[src/rtl/irq_route_pkg.sv]
package irq_route_pkg;
  localparam int VEC_W  = 8;
  localparam int DEST_W = 8;
  localparam int MODE_W = 3;
  localparam int PHYS_W = 4;

  typedef enum logic [MODE_W-1:0] {
    DM_FIXED  = 3'b000,
    DM_LOWPRI = 3'b001,
    DM_SMI    = 3'b010,
    DM_NMI    = 3'b100,
    DM_INIT   = 3'b101,
    DM_EXTINT = 3'b111
  } dmode_e;

  typedef struct packed {
    logic [VEC_W-1:0]  vector;
    dmode_e            mode;
    logic              logical;
    logic [DEST_W-1:0] dest;
  } irq_msg_t;

  // physical targets keep only the low ID nibble
  function automatic logic [DEST_W-1:0] route_dest(input logic logical,
                                                   input logic [DEST_W-1:0] dest);
    logic [DEST_W-1:0] r;
    if (logical) r = dest;
    else         r = {{(DEST_W-PHYS_W){1'b0}}, dest[PHYS_W-1:0]};
    return r;
  endfunction
endpackage

[src/rtl/irq_sync2.sv]
module irq_sync2 #(
  parameter int W = 1
) (
  input  logic         clk,
  input  logic         rst_n,
  input  logic [W-1:0] d,
  output logic [W-1:0] q
);
  logic [W-1:0] stage1;
  logic [W-1:0] stage2;

  always_ff @(posedge clk or negedge rst_n) begin
    if (!rst_n) begin
      stage1 <= '0;
      stage2 <= '0;
    end else begin
      stage1 <= d;
      stage2 <= stage1;
    end
  end

  assign q = stage2;
endmodule

[src/rtl/irq_pin_slot.sv]
module irq_pin_slot
  import irq_route_pkg::*;
(
  input  logic             clk,
  input  logic             rst_n,
  input  logic             settled,
  input  logic             pin_sync,
  input  logic             polarity,
  input  logic             level_mode,
  input  logic             mask,
  input  logic [VEC_W-1:0] vector,
  input  logic             eoi_valid,
  input  logic [VEC_W-1:0] eoi_vector,
  input  logic             grant,
  input  logic             offered,
  output logic             request,
  output logic             remote_irr,
  output logic             delivery_status,
  output logic             edge_seen
);
  logic active;
  logic active_q;
  logic edge_pend;
  logic irr_q;
  logic eoi_hit;
  logic level_req;

  assign active    = pin_sync ^ polarity;
  assign edge_seen = settled & active & ~active_q;
  assign eoi_hit   = eoi_valid & irr_q & (eoi_vector == vector);
  assign level_req = settled & level_mode & active & ~mask & ~irr_q;

  always_ff @(posedge clk or negedge rst_n) begin
    if (!rst_n) begin
      active_q  <= 1'b0;
      edge_pend <= 1'b0;
      irr_q     <= 1'b0;
    end else begin
      active_q <= active;
      if (level_mode)
        edge_pend <= 1'b0;
      else if (edge_seen && !mask)
        edge_pend <= 1'b1;
      else if (grant)
        edge_pend <= 1'b0;
      if (grant && level_mode)
        irr_q <= 1'b1;
      else if (eoi_hit)
        irr_q <= 1'b0;
    end
  end

  assign request         = (edge_pend & ~mask) | level_req;
  assign remote_irr      = irr_q;
  assign delivery_status = request | offered;
endmodule

[src/rtl/irq_pick.sv]
module irq_pick #(
  parameter int N = 24,
  localparam int IDX_W = (N > 1) ? $clog2(N) : 1
) (
  input  logic             clk,
  input  logic             rst_n,
  input  logic [N-1:0]     req,
  input  logic             ready,
  output logic             valid,
  output logic             lock_fire,
  output logic [IDX_W-1:0] next_idx,
  output logic [N-1:0]     grant,
  output logic [N-1:0]     offered
);
  logic [IDX_W-1:0] idx_q;

  function automatic logic [IDX_W-1:0] lowest_set(input logic [N-1:0] v);
    logic [IDX_W-1:0] r;
    r = '0;
    for (int k = N - 1; k >= 0; k--)
      if (v[k]) r = IDX_W'(k);
    return r;
  endfunction

  assign next_idx  = lowest_set(req);
  assign lock_fire = ~valid & (|req);

  always_ff @(posedge clk or negedge rst_n) begin
    if (!rst_n) begin
      valid <= 1'b0;
      idx_q <= '0;
    end else if (lock_fire) begin
      valid <= 1'b1;
      idx_q <= next_idx;
    end else if (valid && ready) begin
      valid <= 1'b0;
    end
  end

  for (genvar g = 0; g < N; g++) begin : g_sel
    assign offered[g] = valid & (idx_q == IDX_W'(g));
    assign grant[g]   = offered[g] & ready;
  end
endmodule

[src/rtl/irq_redirect_engine.sv]
module irq_redirect_engine
  import irq_route_pkg::*;
#(
  parameter int N = 24
) (
  input  logic                clk,
  input  logic                rst_n,
  input  logic [N-1:0]        pin_raw,
  input  logic [N*VEC_W-1:0]  cfg_vector,
  input  logic [N*MODE_W-1:0] cfg_mode,
  input  logic [N-1:0]        cfg_logical,
  input  logic [N-1:0]        cfg_polarity,
  input  logic [N-1:0]        cfg_level,
  input  logic [N-1:0]        cfg_mask,
  input  logic [N*DEST_W-1:0] cfg_dest,
  input  logic                eoi_valid,
  input  logic [VEC_W-1:0]    eoi_vector,
  output logic                msg_valid,
  input  logic                msg_ready,
  output logic [VEC_W-1:0]    msg_vector,
  output logic [MODE_W-1:0]   msg_mode,
  output logic                msg_logical,
  output logic [DEST_W-1:0]   msg_dest,
  output logic [N-1:0]        delivery_status,
  output logic [N-1:0]        remote_irr
);
  localparam int IDX_W   = (N > 1) ? $clog2(N) : 1;
  localparam int SETTLE  = 3;
  localparam int SET_W   = $clog2(SETTLE + 1);

  logic [N-1:0]     pin_sync;
  logic [N-1:0]     req_vec;
  logic [N-1:0]     grant_vec;
  logic [N-1:0]     offered_vec;
  logic [N-1:0]     edge_seen_vec;
  logic             lock_fire;
  logic [IDX_W-1:0] next_idx;
  logic [SET_W-1:0] warm_cnt;
  logic             settled;
  irq_msg_t         msg_q;

  // hold detection off until the synchronizer carries real pin values
  assign settled = (warm_cnt == SET_W'(SETTLE));
  always_ff @(posedge clk or negedge rst_n) begin
    if (!rst_n)        warm_cnt <= '0;
    else if (!settled) warm_cnt <= warm_cnt + 1'b1;
  end

  irq_sync2 #(.W(N)) u_sync (
    .clk(clk), .rst_n(rst_n), .d(pin_raw), .q(pin_sync)
  );

  for (genvar g = 0; g < N; g++) begin : g_pin
    irq_pin_slot u_slot (
      .clk             (clk),
      .rst_n           (rst_n),
      .settled         (settled),
      .pin_sync        (pin_sync[g]),
      .polarity        (cfg_polarity[g]),
      .level_mode      (cfg_level[g]),
      .mask            (cfg_mask[g]),
      .vector          (cfg_vector[g*VEC_W +: VEC_W]),
      .eoi_valid       (eoi_valid),
      .eoi_vector      (eoi_vector),
      .grant           (grant_vec[g]),
      .offered         (offered_vec[g]),
      .request         (req_vec[g]),
      .remote_irr      (remote_irr[g]),
      .delivery_status (delivery_status[g]),
      .edge_seen       (edge_seen_vec[g])
    );
  end

  irq_pick #(.N(N)) u_pick (
    .clk       (clk),
    .rst_n     (rst_n),
    .req       (req_vec),
    .ready     (msg_ready),
    .valid     (msg_valid),
    .lock_fire (lock_fire),
    .next_idx  (next_idx),
    .grant     (grant_vec),
    .offered   (offered_vec)
  );

  function automatic irq_msg_t build_msg(input logic [IDX_W-1:0] p,
                                         input logic [N*VEC_W-1:0]  vecs,
                                         input logic [N*MODE_W-1:0] modes,
                                         input logic [N-1:0]        logicals,
                                         input logic [N*DEST_W-1:0] dests);
    irq_msg_t m;
    m.vector  = vecs[p*VEC_W +: VEC_W];
    m.mode    = dmode_e'(modes[p*MODE_W +: MODE_W]);
    m.logical = logicals[p];
    m.dest    = route_dest(logicals[p], dests[p*DEST_W +: DEST_W]);
    return m;
  endfunction

  // fields are captured at lock time so they cannot move while offered
  always_ff @(posedge clk or negedge rst_n) begin
    if (!rst_n)
      msg_q <= '0;
    else if (lock_fire)
      msg_q <= build_msg(next_idx, cfg_vector, cfg_mode, cfg_logical, cfg_dest);
  end

  assign msg_vector  = msg_q.vector;
  assign msg_mode    = msg_q.mode;
  assign msg_logical = msg_q.logical;
  assign msg_dest    = msg_q.dest;
endmodule

[config.mk]
export PLATFORM = sky130hd
export DESIGN_NAME = irq_redirect_engine
export DESIGN_NICKNAME = d
export VERILOG_FILES = /design/src/rtl/irq_route_pkg.sv /design/src/rtl/irq_sync2.sv /design/src/rtl/irq_pin_slot.sv /design/src/rtl/irq_pick.sv /design/src/rtl/irq_redirect_engine.sv
export SDC_FILE = /design/constraint.sdc
export NUM_CORES = 1
export LEC_CHECK = 0
export BUFFER_PORTS_ARGS = -buffer_cell sky130_fd_sc_hd__buf_2
export CAP_MARGIN = 20
export CORE_AREA = 3 3 253 255
export DETAILED_ROUTE_END_ITERATION = 6
export DIE_AREA = 0 0 256 258
export PLACE_DENSITY_LB_ADDON = 0.3
export SLEW_MARGIN = 20
export SYNTH_ARGS = -nofsm -noshare
export SYNTH_HDL_FRONTEND = slang
export SYNTH_HIERARCHICAL = 1
export SYNTH_SLANG_ARGS = --single-unit
[constraint.sdc]
create_clock -name clk -period 6.65 [get_ports clk]
set_input_delay 0.3325 -clock clk [delete_from_list [all_inputs] [get_ports clk]]
set_output_delay 0.3325 -clock clk [all_outputs]
set_load 0.05 [all_outputs]
## Word-level counts from Yosys, hierarchy flattened

Cells that the tools add are included.

| cells by class | value |
|---|---|
| add/subtract/negate cells | 1 |
| multiply operators | 1 |
| order comparisons | 1 |
| equal/unequal tests | 48 |
| shifts and indexed selects | 3 |
| mux-type cells | 149 |
| bitwise gates (word level) | 410 |
| reduce and logical (&&, ||, !) cells | 124 |

Operator list:

| cell | count |
|---|---|
| 192-bit by 9-bit variable part select with 8-bit output | 2 |
| 1-bit bitwise AND | 265 |
| 8-bit == test | 24 |
| 1-bit 2-to-1 mux | 123 |
| 5-bit 2-to-1 mux | 24 |
| 1-bit NOT | 73 |
| 3-bit nonzero test | 24 |
| 72-bit by 8-bit variable part select with 3-bit output | 1 |
| 2-bit nonzero test | 25 |
| 1-bit logical AND | 49 |
| 1-bit OR | 48 |
| 5-bit by 4-bit == test with 1-bit output (second input constant) | 8 |
| 5-bit == test (second input constant) | 8 |
| 1-bit logical NOT | 24 |
| 24-bit OR reduction | 1 |
| 1-bit XOR | 24 |
| 5-bit by 3-bit == test with 1-bit output (second input constant) | 4 |
| 5-bit by 2-bit == test with 1-bit output (second input constant) | 2 |
| 8-bit 2-to-1 mux | 1 |
| 5-bit by 2-bit multiplier with 7-bit output (second input constant) | 1 |
| 5-bit by 6-bit < comparator with 1-bit output (second input constant) | 1 |
| 1-bit binary-select mux with 5-bit select | 1 |
| 5-bit by 1-bit == test with 1-bit output (second input constant) | 1 |
| 5-bit logical NOT | 1 |
| other kinds (2) | 2 |

| storage, ports and cells | value |
|---|---|
| bits in registers | 148 |
| input bits | 588 |
| output and inout port bits | 69 |
| word-level logic and storage cells | 818 |

## Logic depth before layout (Yosys ltp)

| depth | value |
|---|---|
| depth in word-level cells | 33 |
| gate-level depth with buffers | 15 |

## By module

The synthesis kept the hierarchy.

By module, submodules not included:

| module | times used | cells an instance | area each (sq um) | seq. area each (sq um) |
|---|---|---|---|---|
| irq_pin_slot | 24 | 25 | 231.5 | 75.1 |
| irq_redirect_engine | 1 | 375 | 4662.0 | 550.5 |
| irq_sync2 | 1 | 48 | 1201.2 | 1201.2 |
| irq_pick | 1 | 134 | 850.8 | 150.1 |

## Worst setup path before layout

No wires, ideal clock.

| timing path | value |
|---|---|
| kind | reg-to-reg |
| start point | reg warm_cnt[0] |
| end point | reg msg_q (netlist bit msg_dest[6]) |
| arrival | 4.003 ns |
| path slack | 2.519 ns |
| cell stages (with the launch flop) | 15 |
| path buffers | 2 |
| path through | dfrtp_1 -> ha_1 -> a41oi_1 -> nor2_1 -> nor2_1 -> a221oi_1 -> o211ai_1 -> a221oi_1 -> buf_6 -> buf_2 -> mux4_2 -> a22oi_1 -> nor2_1 -> a211oi_1 -> nor3_1 |

| on the way | value |
|---|---|
| elaborated cells on any way between the ends | 151 |

RTL lines:

| what | RTL line | RTL |
|---|---|---|
| start, declared | irq_redirect_engine.sv:38 | `logic [SET_W-1:0] warm_cnt;` |
| start signal, assigned | irq_redirect_engine.sv:46 | `else if (!settled) warm_cnt <= warm_cnt + 1'b1;` |
| 2-bit == test * | irq_redirect_engine.sv:43 | `assign settled = (warm_cnt == SET_W'(SETTLE));` |
| net settled | irq_redirect_engine.sv:39 | `logic settled;` |
| 1-bit bitwise AND * (4 in series) | irq_pin_slot.sv:31 | `assign level_req = settled & level_mode & active & ~mask & ~irr_q;` |
| 1-bit OR * | irq_pin_slot.sv:53 | `assign request = (edge_pend & ~mask) \| level_req;` |
| net req_vec[19] | irq_redirect_engine.sv:32 | `logic [N-1:0] req_vec;` |
| 5-bit 2-to-1 mux * (20 in series) | irq_pick.sv:21 | `if (v[k]) r = IDX_W'(k);` |
| net next_idx[0] | irq_redirect_engine.sv:37 | `logic [IDX_W-1:0] next_idx;` |
| branches (longest 2 deep; another with 192-bit by 9-bit variable part select with 8-bit output) | -- |  |
| 8-bit 2-to-1 mux * | irq_route_pkg.sv:27 | `if (logical) r = dest;` |
| end signal, assigned | irq_redirect_engine.sv:104 | `msg_q <= build_msg(next_idx, cfg_vector, cfg_mode, cfg_logical, cfg_dest);` |
| end, declared | irq_redirect_engine.sv:40 | `irq_msg_t msg_q;` |

Mark *: on every way through the listed nets, which the timed path passes. The select of a mux whose other input is x is not followed.
A chain may end at the register's enable or synchronous reset.

## Final worst setup path

| timing path | value |
|---|---|
| start point | reg warm_cnt[0] |
| end point | reg msg_q (netlist bit msg_dest[5]) |

| on the way | value |
|---|---|
| elaborated cells on any way between the ends | 151 |

RTL lines:

| what | RTL line |
|---|---|
| 2-bit == test * | irq_redirect_engine.sv:43 |
| net settled | irq_redirect_engine.sv:39 |
| 1-bit bitwise AND * (4 in series) | irq_pin_slot.sv:31 |
| 1-bit OR * | irq_pin_slot.sv:53 |
| net req_vec[15] | irq_redirect_engine.sv:32 |
| 5-bit 2-to-1 mux * (16 in series) | irq_pick.sv:21 |
| net next_idx[1] | irq_redirect_engine.sv:37 |
| branches (longest 2 deep; another with 192-bit by 9-bit variable part select with 8-bit output) | -- |
| 8-bit 2-to-1 mux * | irq_route_pkg.sv:27 |

Marked as above.

==> results.sh <==
export IMPL_worstSkewPairLatency_ps=480
export IMPL_seqPwrFrac=0.212
export IMPL_ioPinCount=657
export IMPL_path_max_fanout=52
export IMPL_die_area_um2=66000
export IMPL_clock_skew_ps=21.2
export IMPL_fin_area_um2=17600
export IMPL_hold_viol=0
export IMPL_drtIter0Drc=820
export IMPL_cpLargestDelayFamily="simple AND/OR/NAND/NOR gates"
export IMPL_synth_nets=1722
export IMPL_max_freq_ghz=0.191
export IMPL_grt_pass1_wl_um=99700
export IMPL_ir_drop_mv=0.112
export IMPL_syn_inst=1133
export IMPL_path_cells="ha_2, buf_4, a41oi_1, nor2_1, nor2_1, o311ai_0, a31oi_1, nor4_2, buf_12, mux2_2, a222oi_1, a32oi_1, nand3_2, nor3_1"
export IMPL_worst_setup_path_end_kind="flip-flop"
export IMPL_slowest_delay_ps=840
export IMPL_cts_clk_slew_worst_paths_ps=80
export IMPL_cp_arrival_ps=5600
export IMPL_status="finished clean"
export IMPL_cap_violations=0
export IMPL_power_leakage_uw=0.00786
export IMPL_intPower_uw=3040
export IMPL_hold_class="in2reg"
export IMPL_antenna_found_initial=38
export IMPL_setup_tns_ps=0
export IMPL_drive_above_1_share=0.493
export IMPL_power_density_nw_per_um2=327
export IMPL_area_delta_synth_final_pct=44.3
export IMPL_num_rows=91
export IMPL_tightest_slew_ps=1010
export IMPL_wirelength_um=72000
export IMPL_grt_max_degree=69
export IMPL_cpMostUsedCell="nor2_1"
export IMPL_cts_resized=0
export IMPL_dieWidth_um=256
export IMPL_slew_violations=0
export IMPL_period_needed_ps=5230
export IMPL_drtPass1Iterations=5
export IMPL_place_congestion=0.944
export IMPL_wire_per_inst_um=26.8
export IMPL_timing_critical_path_buf_inv=2
export IMPL_pwr_share_clk=0.184
export IMPL_nets=2413
export IMPL_cp_start_kind="flip-flop"
export IMPL_synth_area_per_cell_um2=10.7
export IMPL_rsz0062_at_grt="false"
export IMPL_netlist_area_um2=12200
export IMPL_p_sw_uw=2710
export IMPL_overflow=0
export IMPL_cts_tree="done"
export IMPL_required_ps=7010
export IMPL_root_buffer="clkbuf_16"
export IMPL_critical_path_class="reg2reg"
export IMPL_dieHeight_um=258
export IMPL_yosys_warnings=6
export IMPL_relSlewSlack=0.325
export IMPL_hpwl_um=61300
export IMPL_postRouteAntennaNets=0
export IMPL_vias=12800
export IMPL_sw_frac_of_total=0.471
export IMPL_cts_made_buffers=17
export IMPL_clock_path_buffers=2
export IMPL_pwr_share_comb=0.604
export IMPL_start_util=0.197
export IMPL_core_area_um2=61800
export IMPL_vias_per_cell=4.77
export IMPL_cts_sinks=148
export IMPL_slowest_stage="nor4_2"
export IMPL_port_buffers=656
export IMPL_grt_pass1_vias=14000
export IMPL_drcViolationCount=0
export IMPL_placed_cell_area_um2=16500
export IMPL_min_period_over_period=0.787
export IMPL_setup_violations_final=0
export IMPL_grt_use_total=0.212
export IMPL_htreeDepth=4
-- power groups by stage --
stage / logic (µW) / registers [µW] / clock network, µW
global route: 3710 / 1240 / 1130
global placement: 3470 / 1230 / 0
floorplan: 1940 / 1630 / 0
detailed placement: 3510 / 1230 / 0
CTS: 3540 / 1220 / 1100
finish: 3480 / 1220 / 1060
-- stage by stage --
step	worst slack (ps)	hold slack (ps)	utilization	std cells	total power, µW
global route	1080	24.8	0.284	2686	6080
detailed placement	1340	336	0.267	2602	4750
floorplan	2520	36.9	-	1133	3570
CTS	1280	0.342	0.284	2674	5860
finish	1420	49.4	0.284	2689	5750
global placement	1360	332	0.267	2599	4700
-- routing by layer --
metal  vias to the layer above  global-route usage  part of all wire
met3                       104              0.0412             0.062
met5                         -                   0           0.00069
met4                         8              0.0714             0.030
li1                       5668                   -                 -
met1                      6421               0.240              0.38
met2                       630               0.396              0.53
-- placed cells by master, fill, tap and decap left out, drive strengths merged, types with 13 or more instances in the layout --
| cell | n |
|---|---|
| a21oi | 31 |
| a22o | 26 |
| a22oi | 29 |
| a31oi | 16 |
| a41oi | 24 |
| buf | 681 |
| clkbuf | 19 |
| dfrtp | 148 |
| diode | 15 |
| dlygate4sd3 | 40 |
| inv | 42 |
| mux2 | 13 |
| mux4 | 114 |
| nand2 | 63 |
| nand2b | 28 |
| nand3 | 29 |
| nand4 | 26 |
| nor2 | 107 |
| nor3 | 33 |
| nor4 | 33 |
| o22a | 17 |
| or2 | 25 |
| or3 | 25 |
| xnor2 | 25 |
| xor2 | 192 |
-- final timing paths --
| check | startpoint | end | slack (ps) | cells past startpoint |
|---|---|---|---|---|
| hold / removal | cfg_level[1] | g_pin[1].u_slot/edge_pend | 50 | 2 |
| setup / recovery | warm_cnt[0] | msg_dest[5] | 1420 | 14 |
| min in group asynchronous | rst_n | u_sync/q[11] | 380 | 2 |
| max in group asynchronous | rst_n | g_pin[16].u_slot/active_q | 4900 | 3 |
| hold reg to reg | u_sync/stage1[22] | u_sync/q[22] | 350 | 0 |
| setup reg to reg | warm_cnt[0] | msg_dest[5] | 1420 | 14 |
-- sequential cells by signal, summed over array words and instances (netlist names), 3 cells and up --
register,cells
u_sync/q,24
u_sync/stage1,24
msg_vector,8
msg_dest,8
u_pick/idx_q,5
g_pin.u_slot/edge_pend,24
g_pin.u_slot/remote_irr,24
g_pin.u_slot/active_q,24
msg_mode,3
-- final cells by class --
| type | instances | area, µm² |
|---|---|---|
| sequential | 148 | 3700 |
| tap | 837 | 1050 |
| antenna | 15 | 37.5 |
| multi-input combinational | 903 | 8100 |
| inverter | 33 | 124 |
| timing repair buffer | 721 | 3960 |
| clock buffer | 19 | 443 |
| clock inverter | 13 | 161 |
| fill | 6596 | 44300 |
-- what timing repair did --
action                    4_1_cts  5_1_grt
hold buffers                   40        0
buffers inserted                0        0
hold endpoints to repair       87        0
Power figures use the tool's default switching activity.
